**src/rtl/brg_pkg.sv**
```systemverilog
package brg_pkg;
  localparam logic [7:0] KEY_BYTE    = 8'hA5;
  localparam logic [7:0] RELOCK_BYTE = 8'hAA;
  localparam logic [7:0] REG_LDN     = 8'h07;
  localparam logic [7:0] REG_ENA     = 8'h30;
  localparam logic [7:0] REG_ADDR0   = 8'hF0;
  localparam logic [7:0] REG_DATA0   = 8'hF4;
  localparam logic [7:0] REG_LEN     = 8'hF8;
  localparam logic [7:0] REG_TRIG    = 8'hFE;
  localparam logic [7:0] TRIG_MAGIC  = 8'hCF;
  localparam logic [7:0] LDN_BRIDGE  = 8'h0D;
  localparam logic [7:0] LEN_WORD    = 8'h02;
  localparam logic [7:0] RD_FLOAT    = 8'hFF;

  typedef enum logic [1:0] {
    KEY_LOCKED = 2'd0,
    KEY_HALF   = 2'd1,
    KEY_OPEN   = 2'd2
  } key_st_e;
endpackage

```
**src/rtl/brg_key_gate.sv**
```systemverilog
module brg_key_gate
  import brg_pkg::*;
(
  input  logic       clk,
  input  logic       rst_n,
  input  logic       idx_wr,
  input  logic [7:0] wbyte,
  output logic       key_open
);
  key_st_e st_q, st_d;

  always_comb begin
    st_d = st_q;
    if (idx_wr) begin
      case (st_q)
        KEY_LOCKED: st_d = (wbyte == KEY_BYTE) ? KEY_HALF : KEY_LOCKED;
        KEY_HALF:   st_d = (wbyte == KEY_BYTE) ? KEY_OPEN : KEY_LOCKED;
        KEY_OPEN:   st_d = (wbyte == RELOCK_BYTE) ? KEY_LOCKED : KEY_OPEN;
        default:    st_d = KEY_LOCKED;
      endcase
    end
  end

  always_ff @(posedge clk or negedge rst_n) begin
    if (!rst_n) st_q <= KEY_LOCKED;
    else        st_q <= st_d;
  end

  assign key_open = (st_q == KEY_OPEN);
endmodule

```
**src/rtl/brg_bus_ctl.sv**
```systemverilog
module brg_bus_ctl (
  input  logic clk,
  input  logic rst_n,
  input  logic launch_wr,
  input  logic launch_rd,
  input  logic bus_ack,
  output logic busy,
  output logic we,
  output logic ld_rd
);
  logic busy_q, busy_d;
  logic we_q, we_d;

  always_comb begin
    busy_d = busy_q;
    we_d   = we_q;
    if (busy_q) begin
      if (bus_ack) busy_d = 1'b0;
    end else if (launch_wr || launch_rd) begin
      busy_d = 1'b1;
      we_d   = launch_wr;
    end
  end

  always_ff @(posedge clk or negedge rst_n) begin
    if (!rst_n) begin
      busy_q <= 1'b0;
      we_q   <= 1'b0;
    end else begin
      busy_q <= busy_d;
      we_q   <= we_d;
    end
  end

  assign busy  = busy_q;
  assign we    = we_q;
  assign ld_rd = busy_q && bus_ack && !we_q;
endmodule

```
**src/rtl/brg_cfg_regs.sv**
```systemverilog
module brg_cfg_regs
  import brg_pkg::*;
#(
  parameter int AB = 4,
  parameter int DB = 4
) (
  input  logic            clk,
  input  logic            rst_n,
  input  logic            key_open,
  input  logic            io_wr,
  input  logic            io_rd,
  input  logic            io_sel,
  input  logic [7:0]      io_wdata,
  input  logic            busy,
  input  logic            ld_rd,
  input  logic [DB*8-1:0] bus_rdata,
  output logic [7:0]      io_rdata,
  output logic [AB*8-1:0] addr_o,
  output logic [DB*8-1:0] data_o,
  output logic            launch_wr,
  output logic            launch_rd,
  output logic            ena_o
);
  logic [7:0] idx_q, idx_d;
  logic [7:0] ldn_q, ldn_d;
  logic [7:0] len_q, len_d;
  logic [7:0] rdat_q, rdat_d;
  logic       ena_q, ena_d;
  logic [7:0] rd_val;
  logic       idx_wr, dat_wr, dat_rd, dev_sel, dev_wr, cfg_wr_ok, trig_ok;

  assign idx_wr    = io_wr && !io_sel && key_open && (io_wdata != RELOCK_BYTE);
  assign dat_wr    = io_wr && io_sel && key_open;
  assign dat_rd    = io_rd && io_sel && key_open;
  assign dev_sel   = (ldn_q == LDN_BRIDGE);
  assign dev_wr    = dat_wr && dev_sel;
  assign cfg_wr_ok = dev_wr && !busy;
  assign trig_ok   = ena_q && !busy && (len_q == LEN_WORD) && dev_sel && (idx_q == REG_TRIG);
  assign launch_wr = dat_wr && trig_ok && (io_wdata == TRIG_MAGIC);
  assign launch_rd = dat_rd && trig_ok;

  always_comb begin
    idx_d = idx_wr ? io_wdata : idx_q;
    ldn_d = (dat_wr && idx_q == REG_LDN) ? io_wdata : ldn_q;
    ena_d = (dev_wr && idx_q == REG_ENA) ? io_wdata[0] : ena_q;
    len_d = (cfg_wr_ok && idx_q == REG_LEN) ? io_wdata : len_q;
  end

  always_ff @(posedge clk or negedge rst_n) begin
    if (!rst_n) begin
      idx_q <= 8'h00;
      ldn_q <= 8'h00;
      ena_q <= 1'b0;
      len_q <= LEN_WORD;
    end else begin
      idx_q <= idx_d;
      ldn_q <= ldn_d;
      ena_q <= ena_d;
      len_q <= len_d;
    end
  end

  // address bytes: lowest register number is the most significant byte
  for (genvar k = 0; k < AB; k++) begin : g_addr
    localparam logic [7:0] RNUM = REG_ADDR0 + 8'(k);
    logic [7:0] byte_q, byte_d;
    always_comb byte_d = (cfg_wr_ok && idx_q == RNUM) ? io_wdata : byte_q;
    always_ff @(posedge clk or negedge rst_n) begin
      if (!rst_n) byte_q <= 8'h00;
      else        byte_q <= byte_d;
    end
    assign addr_o[8*(AB-1-k) +: 8] = byte_q;
  end

  // data bytes: lowest register number is the least significant byte
  for (genvar k = 0; k < DB; k++) begin : g_data
    localparam logic [7:0] RNUM = REG_DATA0 + 8'(k);
    logic [7:0] byte_q, byte_d;
    always_comb begin
      byte_d = byte_q;
      if (ld_rd)                            byte_d = bus_rdata[8*k +: 8];
      else if (cfg_wr_ok && idx_q == RNUM)  byte_d = io_wdata;
    end
    always_ff @(posedge clk or negedge rst_n) begin
      if (!rst_n) byte_q <= 8'h00;
      else        byte_q <= byte_d;
    end
    assign data_o[8*k +: 8] = byte_q;
  end

  always_comb begin
    rd_val = 8'h00;
    if (!key_open)              rd_val = RD_FLOAT;
    else if (!io_sel)           rd_val = idx_q;
    else if (idx_q == REG_LDN)  rd_val = ldn_q;
    else if (!dev_sel)          rd_val = RD_FLOAT;
    else begin
      if (idx_q == REG_ENA)  rd_val = {7'b0, ena_q};
      if (idx_q == REG_LEN)  rd_val = len_q;
      if (idx_q == REG_TRIG) rd_val = {7'b0, busy};
      for (int k = 0; k < AB; k++)
        if (idx_q == REG_ADDR0 + 8'(k)) rd_val = addr_o[8*(AB-1-k) +: 8];
      for (int k = 0; k < DB; k++)
        if (idx_q == REG_DATA0 + 8'(k)) rd_val = data_o[8*k +: 8];
    end
  end

  always_comb rdat_d = io_rd ? rd_val : rdat_q;

  always_ff @(posedge clk or negedge rst_n) begin
    if (!rst_n) rdat_q <= RD_FLOAT;
    else        rdat_q <= rdat_d;
  end

  assign io_rdata = rdat_q;
  assign ena_o    = ena_q;
endmodule

```
**src/rtl/idx_bus_bridge.sv**
```systemverilog
module idx_bus_bridge
  import brg_pkg::*;
#(
  parameter int ADDR_BYTES = 4,
  parameter int DATA_BYTES = 4
) (
  input  logic                    clk,
  input  logic                    rst_n,
  input  logic                    io_wr,
  input  logic                    io_rd,
  input  logic                    io_sel,
  input  logic [7:0]              io_wdata,
  output logic [7:0]              io_rdata,
  output logic                    bus_req,
  output logic                    bus_we,
  output logic [ADDR_BYTES*8-1:0] bus_addr,
  output logic [DATA_BYTES*8-1:0] bus_wdata,
  input  logic [DATA_BYTES*8-1:0] bus_rdata,
  input  logic                    bus_ack,
  output logic                    xfer_busy
);
  localparam int AW = ADDR_BYTES * 8;
  localparam int DW = DATA_BYTES * 8;

  logic rst_meta_n, rst_core_n;
  logic key_open, ena_bit, busy, we, ld_rd, launch_wr, launch_rd, idx_wr_raw;
  logic [AW-1:0] addr_w;
  logic [DW-1:0] data_w;

  // reset asserts at once, releases on the second clock edge
  always_ff @(posedge clk or negedge rst_n) begin
    if (!rst_n) begin
      rst_meta_n <= 1'b0;
      rst_core_n <= 1'b0;
    end else begin
      rst_meta_n <= 1'b1;
      rst_core_n <= rst_meta_n;
    end
  end

  assign idx_wr_raw = io_wr && !io_sel;

  brg_key_gate u_key (
    .clk      (clk),
    .rst_n    (rst_core_n),
    .idx_wr   (idx_wr_raw),
    .wbyte    (io_wdata),
    .key_open (key_open)
  );

  brg_cfg_regs #(.AB(ADDR_BYTES), .DB(DATA_BYTES)) u_regs (
    .clk       (clk),
    .rst_n     (rst_core_n),
    .key_open  (key_open),
    .io_wr     (io_wr),
    .io_rd     (io_rd),
    .io_sel    (io_sel),
    .io_wdata  (io_wdata),
    .busy      (busy),
    .ld_rd     (ld_rd),
    .bus_rdata (bus_rdata),
    .io_rdata  (io_rdata),
    .addr_o    (addr_w),
    .data_o    (data_w),
    .launch_wr (launch_wr),
    .launch_rd (launch_rd),
    .ena_o     (ena_bit)
  );

  brg_bus_ctl u_bus (
    .clk       (clk),
    .rst_n     (rst_core_n),
    .launch_wr (launch_wr),
    .launch_rd (launch_rd),
    .bus_ack   (bus_ack),
    .busy      (busy),
    .we        (we),
    .ld_rd     (ld_rd)
  );

  assign bus_req   = busy;
  assign bus_we    = we;
  assign bus_addr  = addr_w;
  assign bus_wdata = data_w;
  assign xfer_busy = busy;
endmodule

```
**config.mk**
```make
export PLATFORM = sky130hd
export DESIGN_NAME = idx_bus_bridge
export DESIGN_NICKNAME = d
export VERILOG_FILES = /design/src/rtl/brg_pkg.sv /design/src/rtl/brg_key_gate.sv /design/src/rtl/brg_bus_ctl.sv /design/src/rtl/brg_cfg_regs.sv /design/src/rtl/idx_bus_bridge.sv
export SDC_FILE = /design/constraint.sdc
export NUM_CORES = 1
export LEC_CHECK = 0
export BUFFER_PORTS_ARGS = -buffer_cell sky130_fd_sc_hd__buf_2
export CAP_MARGIN = 20
export CORE_ASPECT_RATIO = 1.4
export CORE_MARGIN = 4
export CORE_UTILIZATION = 54
export DETAILED_ROUTE_END_ITERATION = 8
export PLACE_DENSITY = 0.92
export RECOVER_POWER = 25
export SLEW_MARGIN = 20
export SYNTH_ARGS = -nofsm -noshare
export SYNTH_HDL_FRONTEND = slang
export SYNTH_SLANG_ARGS = --single-unit
```
**constraint.sdc**
```tcl
create_clock -name clk -period 3.9 [get_ports clk]
set_input_delay 0.585 -clock clk [delete_from_list [all_inputs] [get_ports clk]]
set_output_delay 0.585 -clock clk [all_outputs]
set_load 0.05 [all_outputs]
```
==> impl_metrics.json <==
{
  "status": "finished with violations",
  "failed_checks": "max-capacitance violations, max-slew violations",
  "grtUsageMet1_pct": 32.9,
  "cpPeakStageDelay_ns": 2.19,
  "fp.dieH_um": 124,
  "layout.nets": 645,
  "slew_violations": 69,
  "cp_num_buf_inv": 1,
  "area_growth_pct": 19.7,
  "cap_violations": 1,
  "critPathArrivalTime_ns": 3.26,
  "post_cts_buffers": 0,
  "yosys-top-cells-area": "dfrtp_1 45%, mux2_2 13%, dfstp_2 4.6%",
  "num_vias": 4589,
  "synth_edf_count": 0,
  "yosysMostFrequentCell": "dfrtp_1",
  "seq_area_frac_synth_pct": 49.8,
  "synth_compound_area_share_pct": 13.7,
  "drt-pass1-iter-count": 5,
  "ys_top_cells_by_count": "94 x dfrtp_1, 58 x mux2_2, 46 x nand2_1, 41 x a21oi_1, 35 x o21ai_0",
  "dieArea_um2": 11300,
  "floorplan.initialDensity_pct": 55.2,
  "finalCritPeriodShare_pct": 71.3,
  "drive_above_1_share_pct": 37.7,
  "totalWireLength_um": 16600,
  "cp-start-kind": "register",
  "max_freq_mhz": 359,
  "vias_per_cell": 6.43,
  "path_cells": "buf_4",
  "synth_cells": 494,
  "core_um2": 9410,
  "drc_errors": 0,
  "synthSimpleGateAreaFrac_pct": 15.6,
  "synth_xor_area_share_pct": 0,
  "io_pins": 121,
  "post_cts_resized": 0,
  "row_count": 42,
  "syn_area_um2": 5190,
  "clk_latency_ns": 0.35,
  "clockBufferDepth": 2,
  "fin_crit_ns": 2.78,
  "fillers": 704,
  "cts_sinks": 103,
  "synth_seq_cells": 103,
  "avgRoutedWirePerCell_um": 23.2,
  "peakVddDrop_mv": 0.343,
  "cts_tree": "yes",
  "synth_top_family_by_area": "multiplexers",
  "worstMarginPinSlew_ns": 2.73,
  "netlist.area_leader.share_pct": 45.3,
  "crit_fanout": 68,
  "syn_nets": 540,
  "syn_avg_cell_area_um2": 10.5,
  "grt_setup_unrepaired": "false",
  "use_met3_pct": 6.83,
  "worstHoldPathType": "register to register",
  "setup-tns-final_ns": 0,
  "diodes": 0,
  "crit_family": "flip-flops",
  "grt_use_met2_pct": 53.3,
  "routabilityCongestion": 0.942,
  "drt_iter0_drc": 466,
  "synth_cell_types": 48,
  "ys_warn_count": 0,
  "grt.total_usage_pct": 29.6,
  "synth_mux_area_share_pct": 17.4,
  "cellPowerDensity_nw_per_um2": 402,
  "synthArstFlopShare_pct": 100,
  "grt_pass1_wl_um": 25500,
  "htreeDepth": 3,
  "overflow": 0,
  "end_kind": "asynchronous set/reset pin",
  "cts_made_buffers": 9,
  "setup-violations-final": 0,
  "ys.flop_type": "dfrtp_1",
  "leakagePower_uw": 0.00300,
  "ant_nets": 0,
  "clk_pin_slew_ns": 0.07,
  "die-width_um": 90.9,
  "final-hold-violation-count": 0,
  "synth-adder-area-share_pct": 0,
  "cp_slowest_cell": "dfrtp_1",
  "hold_slack_ns": 0.356,
  "cp_data_required_time_ns": 4.38,
  "dp_hpwl_um": 11800,
  "grt_pass1_vias": 4661,
  "worstSetupPathType": "register to asynchronous set/reset pin",
  "root_buffer": "clkbuf_16",
  "grt_busiest_layer": "met2",
  "fin_worst_skew_ns": 0.00505,
  "antenna_found_initial": 0,
  "yosysTopAreaCell": "dfrtp_1",
  "place.port_buffers": 120,
  "grt_start_max_net_pins": 69,
  "relSlewSlack_pct": -82.1
}
placed cells by master, fill, tap and decap left out, types with 2 or more instances in the layout:
cell and instances:
nand2_2 4, mux2_2 58, o21ai_0 35, dfstp_2 9, o2bb2ai_1 6, mux4_2 8, and3_1 4, buf_4 6
clkbuf_16 9, a22oi_1 2, a31oi_1 9, nor3_1 4, buf_2 119, nand2b_1 10, a221oi_1 2, or2_2 3
nand4b_1 2, clkinvlp_4 2, nor2_1 17, dfrtp_1 94, nand3_1 21, and4b_1 2, inv_1 13, and2_1 11
bufinv_16 3, nand2_1 46, o22a_1 7, o22ai_1 12, a211oi_1 2, mux2i_1 7, nand4_1 5, nor4_1 3
nor2b_1 8, a21oi_1 41
stage by stage:
step / total power [uW] / std cells / area [um2] / worst slack, ns / util (%)
CTS: 2510 / 714 / 6220 / 1.33 / 66.1
finish: 2500 / 714 / 6210 / 1.12 / 66.1
floorplan: 1350 / 494 / 5190 / 0.834 / -
global route: 2560 / 714 / 6210 / 0.655 / 66.1
detailed placement: 1450 / 697 / 5850 / 1.25 / 62.2
global placement: 1440 / 697 / 5850 / 1.31 / 62.2
metal layers:
metal | routed length, um | vias to the layer above
li1 | - | 1997
met1 | 5790 | 2247
met2 | 8610 | 287
met3 | 1360 | 58
met4 | 790 | 0
met5 | 0 | -
cell families after synthesis:
kind of cell           Yosys count
muxes                           73
AOI/OAI and AO/OA              120
buffers and inverters           46
other                            1
and+or+nand+nor                151
DFF                            103
where the power goes:
group / internal, uW / leakage, uW / total, uW / switching (uW)
combinational: 78.2 / 0.00146 / 284 / 206
sequential: 1100 / 0.00138 / 1150 / 51.6
clock: 635 / 0.000165 / 1060 / 426
layout make-up:
type                       count  area [um2]  area share, %
tap                          110         138           2.21
timing repair buffer         127         654           10.5
sequential                   103        2590           41.7
multi-input combinational    345        2430           39.1
clock inverter                 7         130           2.09
clock buffer                   9         225           3.62
inverter                      13        48.8          0.785
state kept, by name, indices dropped and copies added (netlist names), 2 cells and up:
register,count
u_regs.g_addr.byte_q,32
u_regs.g_data.byte_q,32
u_regs.idx_q,8
u_regs.io_rdata,8
u_regs.ldn_q,8
u_regs.len_q,8
u_key.st_q,2
final timing paths:
| kind | startpoint | endpoint | cells after the start | slack [ns] |
|---|---|---|---|---|
| worst min-delay path | rst_meta_n$_DFF_PN0_ | rst_core_n$_DFF_PN0_ | 0 | 0.36 |
| max in group clk | u_regs.idx_q[0]$_DFFE_PN0P_ | u_regs.len_q[6]$_DFFE_PN0P_ | 4 | 1.29 |
| worst min register to register | rst_meta_n$_DFF_PN0_ | rst_core_n$_DFF_PN0_ | 0 | 0.36 |
| min in group asynchronous | rst_n | rst_meta_n$_DFF_PN0_ | 2 | 0.54 |
| worst max-delay path | rst_core_n$_DFF_PN0_ | u_regs.g_data[1].byte_q[5]$_DFFE_PN0P_ | 1 | 1.12 |
| worst max register to register | rst_core_n$_DFF_PN0_ | u_regs.g_data[1].byte_q[5]$_DFFE_PN0P_ | 1 | 1.12 |
repair_timing:
item,4_1_cts,5_1_grt
endpoints found under the setup margin,0,0
hold buffers,1,0
hold endpoints to repair,2,0
Power figures use the tool's default switching activity.
